==> config.mk <==
export PLATFORM = sky130hd
export DESIGN_NAME = tevt_logger
export DESIGN_NICKNAME = d
export VERILOG_FILES = /design/src/rtl/tevt_pkg.sv /design/src/rtl/tevt_tokens.sv /design/src/rtl/tevt_fifo.sv /design/src/rtl/tevt_counters.sv /design/src/rtl/tevt_logger.sv
export SDC_FILE = /design/constraint.sdc
export NUM_CORES = 1
export LEC_CHECK = 0
export BUFFER_PORTS_ARGS = -buffer_cell sky130_fd_sc_hd__buf_2
export CAP_MARGIN = 5
export CORE_MARGIN = 3
export CORE_UTILIZATION = 55
export DETAILED_ROUTE_END_ITERATION = 7
export PLACE_DENSITY = 0.72
export SLEW_MARGIN = 20
export SYNTH_ARGS = -nofsm -noshare
export SYNTH_HDL_FRONTEND = slang
export SYNTH_SLANG_ARGS = --single-unit
==> constraint.sdc <==
create_clock -name clk -period 10.3 [get_ports clk]
set_clock_uncertainty 0.05 [all_clocks]
set_input_delay 1.545 -clock clk [delete_from_list [all_inputs] [get_ports clk]]
set_output_delay 1.545 -clock clk [all_outputs]
set_load 0.1 [all_outputs]
==> src/rtl/tevt_pkg.sv <==
package tevt_pkg;

    localparam int SRC_W   = 4;
    localparam int QL_W    = 4;
    localparam int PRIO_W  = 3;
    localparam int RSN_W   = 4;
    localparam int DRIFT_W = 8;
    localparam int SNAP_W  = 16;
    localparam int PROF_W  = 4;
    localparam int NTYPES  = 4;

    typedef enum logic [1:0] {
        EV_LOSS    = 2'd0,
        EV_DEGRADE = 2'd1,
        EV_MANUAL  = 2'd2,
        EV_FAULT   = 2'd3
    } ev_type_e;

    typedef enum logic [1:0] {
        ST_LOCKED    = 2'd0,
        ST_HOLDOVER  = 2'd1,
        ST_REACQUIRE = 2'd2,
        ST_RSVD      = 2'd3
    } lock_state_e;

    typedef struct packed {
        logic gate;
        logic wtr;
        logic holdoff;
    } timer_flags_t;

    typedef struct packed {
        ev_type_e            etype;
        logic [SRC_W-1:0]    src_from;
        logic [SRC_W-1:0]    src_to;
        logic [QL_W-1:0]     ql;
        logic [PRIO_W-1:0]   prio;
        timer_flags_t        timers;
        logic [RSN_W-1:0]    rsn_pri;
        logic [RSN_W-1:0]    rsn_sec;
        lock_state_e         state;
        logic [DRIFT_W-1:0]  drift;
        logic [SNAP_W-1:0]   snap;
        logic [PROF_W-1:0]   profile;
    } rec_info_t;

    localparam int INFO_W = $bits(rec_info_t);

    function automatic logic moves_source(input logic [SRC_W-1:0] a,
                                          input logic [SRC_W-1:0] b);
        return a != b;
    endfunction

endpackage

==> src/rtl/tevt_tokens.sv <==
module tevt_tokens #(
    parameter int BURST         = 4,
    parameter int REFILL_PERIOD = 1000,
    localparam int TOK_W = $clog2(BURST + 1),
    localparam int RC_W  = (REFILL_PERIOD > 1) ? $clog2(REFILL_PERIOD) : 1
) (
    input  logic             clk,
    input  logic             rst,
    input  logic             req,
    output logic             grant,
    output logic [TOK_W-1:0] level
);
    logic [TOK_W-1:0] tok_q, tok_d;
    logic [RC_W-1:0]  rc_q;
    logic             tick;

    assign tick  = (rc_q == RC_W'(REFILL_PERIOD - 1));
    assign grant = req && (tok_q != '0);
    assign level = tok_q;

    always_comb begin
        tok_d = tok_q;
        if (grant)
            tok_d = tok_d - 1'b1;
        if (tick && (tok_d != TOK_W'(BURST)))
            tok_d = tok_d + 1'b1;
    end

    always_ff @(posedge clk) begin
        if (rst) begin
            tok_q <= TOK_W'(BURST);
            rc_q  <= '0;
        end else begin
            tok_q <= tok_d;
            rc_q  <= tick ? '0 : rc_q + 1'b1;
        end
    end
endmodule

==> src/rtl/tevt_fifo.sv <==
module tevt_fifo #(
    parameter int W     = 64,
    parameter int DEPTH = 16,
    localparam int AW = $clog2(DEPTH),
    localparam int CW = AW + 1
) (
    input  logic         clk,
    input  logic         rst,
    input  logic         push,
    input  logic [W-1:0] push_data,
    output logic         full,
    output logic         out_valid,
    input  logic         out_ready,
    output logic [W-1:0] out_data
);
    logic [W-1:0]  mem [DEPTH];
    logic [AW-1:0] wp_q, rp_q;
    logic [CW-1:0] cnt_q;
    logic          do_push, do_pop;

    assign full      = (cnt_q == CW'(DEPTH));
    assign out_valid = (cnt_q != '0);
    assign out_data  = mem[rp_q];
    assign do_push   = push && !full;
    assign do_pop    = out_valid && out_ready;

    always_ff @(posedge clk) begin
        if (do_push)
            mem[wp_q] <= push_data;
    end

    always_ff @(posedge clk) begin
        if (rst) begin
            wp_q  <= '0;
            rp_q  <= '0;
            cnt_q <= '0;
        end else begin
            if (do_push)
                wp_q <= (wp_q == AW'(DEPTH - 1)) ? '0 : wp_q + 1'b1;
            if (do_pop)
                rp_q <= (rp_q == AW'(DEPTH - 1)) ? '0 : rp_q + 1'b1;
            case ({do_push, do_pop})
                2'b10:   cnt_q <= cnt_q + 1'b1;
                2'b01:   cnt_q <= cnt_q - 1'b1;
                default: cnt_q <= cnt_q;
            endcase
        end
    end
endmodule

==> src/rtl/tevt_counters.sv <==
module tevt_counters
    import tevt_pkg::*;
#(
    parameter int CNT_W = 16
) (
    input  logic                    clk,
    input  logic                    rst,
    input  logic                    ev_valid,
    input  ev_type_e                etype,
    input  logic                    is_switch,
    input  logic                    dropped,
    output logic [NTYPES*CNT_W-1:0] type_cnt,
    output logic [CNT_W-1:0]        switch_cnt,
    output logic [CNT_W-1:0]        drop_cnt
);
    for (genvar k = 0; k < NTYPES; k++) begin : g_type
        logic [CNT_W-1:0] c_q;
        always_ff @(posedge clk) begin
            if (rst)
                c_q <= '0;
            else if (ev_valid && (etype == ev_type_e'(k)))
                c_q <= c_q + 1'b1;
        end
        assign type_cnt[k*CNT_W +: CNT_W] = c_q;
    end

    always_ff @(posedge clk) begin
        if (rst) begin
            switch_cnt <= '0;
            drop_cnt   <= '0;
        end else begin
            if (ev_valid && is_switch)
                switch_cnt <= switch_cnt + 1'b1;
            if (dropped)
                drop_cnt <= drop_cnt + 1'b1;
        end
    end
endmodule

==> src/rtl/tevt_logger.sv <==
module tevt_logger
    import tevt_pkg::*;
#(
    parameter int TS_W          = 32,
    parameter int BURST         = 4,
    parameter int REFILL_PERIOD = 1000,
    parameter int DEPTH         = 16,
    parameter int CNT_W         = 16,
    localparam int REC_W = TS_W + INFO_W,
    localparam int TOK_W = $clog2(BURST + 1)
) (
    input  logic                    clk,
    input  logic                    rst,
    input  logic                    ev_valid,
    input  logic [1:0]              ev_type,
    input  logic [SRC_W-1:0]        ev_from,
    input  logic [SRC_W-1:0]        ev_to,
    input  logic [QL_W-1:0]         ev_ql,
    input  logic [PRIO_W-1:0]       ev_prio,
    input  logic [2:0]              ev_timers,
    input  logic [RSN_W-1:0]        ev_rsn_pri,
    input  logic [RSN_W-1:0]        ev_rsn_sec,
    input  logic [1:0]              ev_state,
    input  logic [DRIFT_W-1:0]      ev_drift,
    input  logic [SNAP_W-1:0]       ev_snap,
    input  logic [PROF_W-1:0]       ev_profile,
    output logic                    rec_valid,
    input  logic                    rec_ready,
    output logic [TS_W-1:0]         rec_ts,
    output logic [INFO_W-1:0]       rec_info,
    output logic [NTYPES*CNT_W-1:0] type_cnt,
    output logic [CNT_W-1:0]        switch_cnt,
    output logic [CNT_W-1:0]        drop_cnt,
    output logic                    overflow
);
    logic [TS_W-1:0]  ts_q;
    logic             grant, fifo_full;
    logic [TOK_W-1:0] tok_level;
    rec_info_t        info;
    logic [REC_W-1:0] rec_word;

    always_comb begin
        info.etype    = ev_type_e'(ev_type);
        info.src_from = ev_from;
        info.src_to   = ev_to;
        info.ql       = ev_ql;
        info.prio     = ev_prio;
        info.timers   = timer_flags_t'(ev_timers);
        info.rsn_pri  = ev_rsn_pri;
        info.rsn_sec  = ev_rsn_sec;
        info.state    = lock_state_e'(ev_state);
        info.drift    = ev_drift;
        info.snap     = ev_snap;
        info.profile  = ev_profile;
    end

    always_ff @(posedge clk) begin
        if (rst) begin
            ts_q     <= '0;
            overflow <= 1'b0;
        end else begin
            ts_q <= ts_q + 1'b1;
            if (grant && fifo_full)
                overflow <= 1'b1;
        end
    end

    tevt_tokens #(
        .BURST(BURST), .REFILL_PERIOD(REFILL_PERIOD)
    ) u_tokens (
        .clk(clk), .rst(rst), .req(ev_valid), .grant(grant), .level(tok_level)
    );

    tevt_fifo #(
        .W(REC_W), .DEPTH(DEPTH)
    ) u_fifo (
        .clk(clk), .rst(rst),
        .push(grant), .push_data({ts_q, info}), .full(fifo_full),
        .out_valid(rec_valid), .out_ready(rec_ready), .out_data(rec_word)
    );

    assign rec_ts   = rec_word[REC_W-1 -: TS_W];
    assign rec_info = rec_word[INFO_W-1:0];

    tevt_counters #(
        .CNT_W(CNT_W)
    ) u_counters (
        .clk(clk), .rst(rst), .ev_valid(ev_valid), .etype(ev_type_e'(ev_type)),
        .is_switch(moves_source(ev_from, ev_to)),
        .dropped(ev_valid && !grant),
        .type_cnt(type_cnt), .switch_cnt(switch_cnt), .drop_cnt(drop_cnt)
    );
endmodule

Yosys cells after proc, flatten, opt, wreduce, memory -nomap -nowiden. Memories as Yosys holds them, arrays and structs flattened. A register that Yosys moved wholly into a read port is not among the register bits. Cells that the tools add are included.

Add/subtract/negate cells: 14. Equality and inequality tests: 11. Mux-type cells: 9. Reduce and logical (&&, ||, !) cells: 18.

Operators with widths (count): $add A16 B1 Y16 const B (6); $add A32 B1 Y32 const B (1); $mux W4 (4); $logic_and A1 B1 Y1 (11); $add A10 B1 Y10 const B (1); $eq A10 B10 Y1 const B (1); $pmux W5 S2 (1); $add A4 B1 Y4 const B (2); $eq A4 B4 Y1 const B (2); $eq A2 B2 Y1 const B (3); $mux W3 (2); $add A5 B1 Y5 const B (1); $eq A5 B5 Y1 const B (1); $reduce_bool A5 Y1 (1); $sub A5 B1 Y5 const B (1); $eq A2 B1 Y1 const B (2); $ne A4 B4 Y1 (1); $add A3 B1 Y3 const B (1); $ne A3 B3 Y1 const B (1); $reduce_bool A3 Y1 (1); $sub A3 B1 Y3 const B (1); $logic_not A1 Y1 (2); $logic_not A2 Y1 (1); $mux W1 (2); other kinds (2) (2).

Bits in registers: 155. Bits in writable memories: 1440. Input port bits: 62. Output and inout port bits: 188. Word-level logic and storage cells: 66. Memories: 1.

Memories: u_fifo.mem (depth 16, bits a word 90, rd ports 1, clocked after memory_dff 1, write ports 1, RTL line tevt_fifo.sv:16) `logic [W-1:0] mem [DEPTH];`.

Logic depth before layout (Yosys ltp).
Depth after elaboration: 6. Mapped depth: 13. Gate-level depth less buffers: 12.

Cells and area by module. A second synthesis with hierarchy kept.

Cell total of the unflattened synthesis: 3060. Area total of the unflattened synthesis: 61127.4 µm².

Modules (own cells, without submodules): tevt_fifo (instances 1, cells an instance 2319, area each 54647.4 µm², seq. area each 43581.8 µm²); tevt_counters (instances 1, cells an instance 485, area each 4226.6 µm², seq. area each 1921.8 µm²); tevt_logger (instances 1, cells an instance 177, area each 1526.5 µm², seq. area each 660.6 µm²); tevt_tokens (instances 1, cells an instance 79, area each 726.9 µm², seq. area each 260.2 µm²).

Worst setup path after synthesis. No wires, ideal clock.

Path kind: input to register. From: in ev_valid. To: mem u_fifo.mem[3][0] (netlist name), enable pin. Setup time: 648 ps. Arrival: 8190 ps. Required time: 9602 ps. Path slack: 1411 ps. Stages on the path: 4. Buffers on the path: 2. Cell sequence: buf_2 -> buf_2 -> o2111ai_1 -> nor3_1.

Longest elaborated chain between the ends: 4.

Ends and longest elaborated chain: start: declaration (RTL line tevt_logger.sv:14) `input logic ev_valid,`; $logic_and A1 B1 Y1 (RTL line tevt_tokens.sv:18) `assign grant = req && (tok_q != '0);`; $logic_and A1 B1 Y1 (RTL line tevt_fifo.sv:24) `assign do_push = push && !full;`; $mux W1 (RTL line tevt_fifo.sv:28) `if (do_push)`; $mux W1 (implied by the code) (RTL line tevt_fifo.sv:29) `mem[wp_q] <= push_data;`; end: declaration (RTL line tevt_fifo.sv:16).

Every way passes these cells.

==> impl_metrics.py <==
metrics = {
    "die": {
        "rows": 122,
        "floorplan.die.height_um": 341,
        "die_x_um": 341,
        "die_area_um2": 116000,
        "start_util_pct": 55.6,
        "floorplan.io_pins": 250,
        "core-area_um2": 111000,
    },
    "cts": {
        "clkLatencyLatePin_ns": 0.76,
        "postCtsSetupBuffers": 0,
        "cts_hold_repair.buffers": 0,
        "cts_inserted_buffers": 156,
        "cts_tree": "done",
        "max-clock-path-buffers": 3,
        "clock_tree.htree_level_count": 4,
        "cts_root_buf": "sky130_fd_sc_hd__clkbuf_16",
        "clk_pin_slew_worst_paths_ns": 0.06,
        "cts-resized-gates": 0,
        "cts.sinks": 1599,
    },
    "global_routing": {
        "global_route.usage.met2_pct": 40.1,
        "grt.met1_usage_pct": 33.0,
        "gr-total-overflow": 0,
        "grt_pass1_wl_um": 206000,
        "via_count_of_the_first_global_routing_pass": 31600,
        "use_met3_pct": 4.82,
        "grt_most_used_layer": "met2",
        "grt_max_degree": 156,
        "grt.total_usage_pct": 24.0,
        "grt_antenna_before_repair": 5,
    },
    "yosys": {
        "syn_avg_cell_area_um2": 21.3,
        "synth.net_count": 2974,
        "synth_flop_cell": "sky130_fd_sc_hd__edfxtp_1",
        "postSynth.asyncResetShare_pct": 0,
        "synth.top_cells.by_area": "sky130_fd_sc_hd__edfxtp_1 70%, sky130_fd_sc_hd__mux4_2 16%, sky130_fd_sc_hd__dfxtp_1 5.2%, sky130_fd_sc_hd__xor2_1 0.67%, sky130_fd_sc_hd__nor2_1 0.63%",
        "post_synth_num_cell_types": 61,
        "count_leader_synth": "sky130_fd_sc_hd__edfxtp_1",
        "postSynthRegisterBits": 1599,
        "synth_enable_flop_cells": 1440,
        "synthDominantAreaCellType": "sky130_fd_sc_hd__edfxtp_1",
        "netlist_top_cells_count": "1,440 x sky130_fd_sc_hd__edfxtp_1, 450 x sky130_fd_sc_hd__mux4_2, 159 x sky130_fd_sc_hd__dfxtp_1",
        "syn-instance-count": 2891,
        "yosysWarningCount": 0,
        "post_synthesis_instance_area_um2": 61700,
        "synth-seq-area-share_pct": 75.3,
        "synth_largest_type_area_fraction_pct": 70.1,
    },
    "drt": {
        "detail_route.wirelength_um": 137000,
        "drcViolationCount": 0,
        "routed_wl_per_cell_um": 28.4,
        "drt_pre_antenna_iters": 6,
        "ant_nets": 0,
        "detailedRoute.firstIterationViolations": 3008,
        "routed_via_density": 6.30,
        "route.vias.total": 30300,
    },
    "cells_and_area": {
        "ff_latch_area_um2": 46400,
        "finalInstanceArea_um2": 69700,
        "nFillCells": 7385,
        "layout-drive-gt1-share_pct": 29.9,
        "finish.net_count": 3272,
        "finish.utilization_pct": 62.8,
        "area_growth_pct": 13.0,
        "multi_input_comb_area_um2": 14500,
    },
    "min_path": {
        "whs_path_cells": 1,
        "worst_hold_startpoint": "u_tokens.rc_q[0]$_SDFF_PP0_",
        "holdCritPathClass": "flop to flop",
        "worst_hold_path.endpoint": "u_tokens.rc_q[0]$_SDFF_PP0_",
    },
    "flow_run": {
        "drv_cap": 0,
    },
    "sta": {
        "maxSlewHeadroom_pct": 27.7,
        "fmax_mhz": 170,
        "report.final.slew_viol_count": 0,
        "setup_tns_ns": 0,
        "setup_viol": 0,
        "final_hold_viol_count": 0,
        "grt_setup_unrepaired": "false",
        "min_period_over_period_pct": 57.0,
        "hold_ws_ns": 0.403,
        "layout_min_cycle_time_ns": 5.87,
        "worst_margin_slew_ns": 1.08,
    },
    "place": {
        "placed_cell_area_um2": 64500,
        "finalWeightedCongestion": 0.820,
        "dpl.hpwl_um": 70400,
        "numPortBuffers": 249,
    },
    "worst_setup_path": {
        "path_common_cell": "sky130_fd_sc_hd__mux4_2",
        "worstPathBufferInverterCount": 3,
        "worstReg2RegEnd": "u_fifo.mem[2][59]$_DFFE_PP_",
        "critical-path-top-delay-family": "multiplexers",
        "reg2reg_setup_slack_ns": 6.17,
        "nature_of_the_critical_path_endpoint": "primary output",
        "critical_path_arrival_ns": 4.28,
        "worst-path-max-fanout": 83,
        "slowest_stage": "sky130_fd_sc_hd__dfxtp_4",
        "worst-endpoint-required_ns": 8.71,
        "startpoint_type": "flop",
        "worst-r2r-cell-count": 7,
        "source_of_the_worst_register_to_register_timing_path": "u_tokens.level[0]$_SDFF_PP0_",
        "path_cells": "buf_12, buf_16, mux4_2, mux4_2, buf_2",
        "critical_path.max_stage_delay_ns": 0.87,
        "worst_setup_path_class": "flop to primary output",
    },
    "power": {
        "leakage_component_of_the_power_nw": 22.0,
        "power.density_nw_per_um2": 245,
        "total_power_mw": 17.1,
        "max_rail_drop_vdd_mv": 0.226,
    },
    "outcome": {
        "status": "complete, no violations",
    },
}
## how the worst max path moves through the flow
| stage | endpoint | depth (start not counted) |
|---|---|---|
| 2_1_floorplan | u_fifo.mem[3][0]$_DFFE_PP_ | 4 |
| 3_3_place_gp | u_fifo.mem[2][64]$_DFFE_PP_ | 6 |
| 3_5_place_dp | u_fifo.mem[2][64]$_DFFE_PP_ | 6 |
| 4_1_cts | rec_ts[20] | 4 |
| 5_1_grt | rec_ts[20] | 5 |
| 6_report | rec_ts[20] | 5 |
## per-stage QoR
step | cells | worst slack, ns
after floorplan | 2891 | 1.41
after global placement | 4518 | 5.06
after detailed placement | 4518 | 5.03
after CTS | 4808 | 4.39
after global routing | 4809 | 4.13
final | 4815 | 4.43
## placed cells by master (no fill, tap or decap), types with 5 or more instances in the layout
cell / instances
sky130_fd_sc_hd__edfxtp_1: 1440
sky130_fd_sc_hd__mux4_2: 450
sky130_fd_sc_hd__buf_2: 248
sky130_fd_sc_hd__clkbuf_16: 159
sky130_fd_sc_hd__dfxtp_1: 155
sky130_fd_sc_hd__nor2_1: 104
sky130_fd_sc_hd__a21oi_1: 57
sky130_fd_sc_hd__nand2_1: 52
sky130_fd_sc_hd__xor2_1: 47
sky130_fd_sc_hd__nand3_1: 45
sky130_fd_sc_hd__clkbuf_1: 40
sky130_fd_sc_hd__nand4_1: 39
sky130_fd_sc_hd__clkinv_1: 33
sky130_fd_sc_hd__xnor2_1: 31
sky130_fd_sc_hd__buf_4: 29
sky130_fd_sc_hd__inv_1: 27
sky130_fd_sc_hd__o21ai_0: 26
sky130_fd_sc_hd__or4_1: 25
sky130_fd_sc_hd__o31ai_1: 24
sky130_fd_sc_hd__or3_1: 22
sky130_fd_sc_hd__clkinv_2: 22
sky130_fd_sc_hd__and3_1: 21
sky130_fd_sc_hd__ha_1: 21
sky130_fd_sc_hd__nor3_1: 19
sky130_fd_sc_hd__and4_1: 17
sky130_fd_sc_hd__bufinv_16: 15
sky130_fd_sc_hd__and3_4: 14
sky130_fd_sc_hd__nor2b_1: 12
sky130_fd_sc_hd__mux2i_1: 9
sky130_fd_sc_hd__nor4_1: 8
sky130_fd_sc_hd__diode_2: 6
sky130_fd_sc_hd__mux2_2: 6
sky130_fd_sc_hd__buf_12: 6
sky130_fd_sc_hd__a31o_2: 5
sky130_fd_sc_hd__clkinv_16: 5
sky130_fd_sc_hd__inv_6: 5
## routing by layer
| layer | vias to the layer above | wire (um) |
|---|---|---|
| met4 | 2 | 2520 |
| met5 | - | 13 |
| li1 | 12700 | - |
| met1 | 16100 | 53500 |
| met3 | 184 | 10800 |
| met2 | 1329 | 70100 |
## power by group
group	internal, mW	switching (mW)	total (mW)	leakage, nW
Combinational	1.44	2.67	4.11	5.07
Clock	3.26	2.40	5.66	2.49
Sequential	7.20	0.132	7.34	14.4
## sequential cells by signal (all words and copies together) (netlist names), named ones only
signal	flops
u_fifo.mem	1440
u_counters.g_type.c_q	64
ts_q	32
u_counters.drop_cnt	16
u_counters.switch_cnt	16
u_tokens.rc_q	10
u_fifo.cnt_q	5
u_fifo.rp_q	4
u_fifo.wp_q	4
u_tokens.level	3
overflow	1
## cell type report
cell class,instances,share of cell area [%]
inverters,28,0.151
diodes,6,0.0215
repair buffers,286,2.34
multi-input cells,1118,20.8
clock buffers,201,5.96
flip-flops and latches,1599,66.6
clock inverters,89,1.42
well taps,1488,2.67
## kinds of logic (layout without fill, tap and decap cells)
family / after synthesis / in the layout / synth area share (%)
buffers and inverters: 174 / 604 / 1.40
AOI/OAI and AO/OA: 138 / 138 / 1.41
other: 0 / 6 / 0
muxes: 468 / 468 / 16.7
xor gates and xnor gates: 78 / 78 / 1.11
DFF: 1599 / 1599 / 75.3
adders and majority gates: 21 / 21 / 0.426
and+or+nand+nor: 413 / 413 / 3.67
Power figures use the tool's default switching activity.
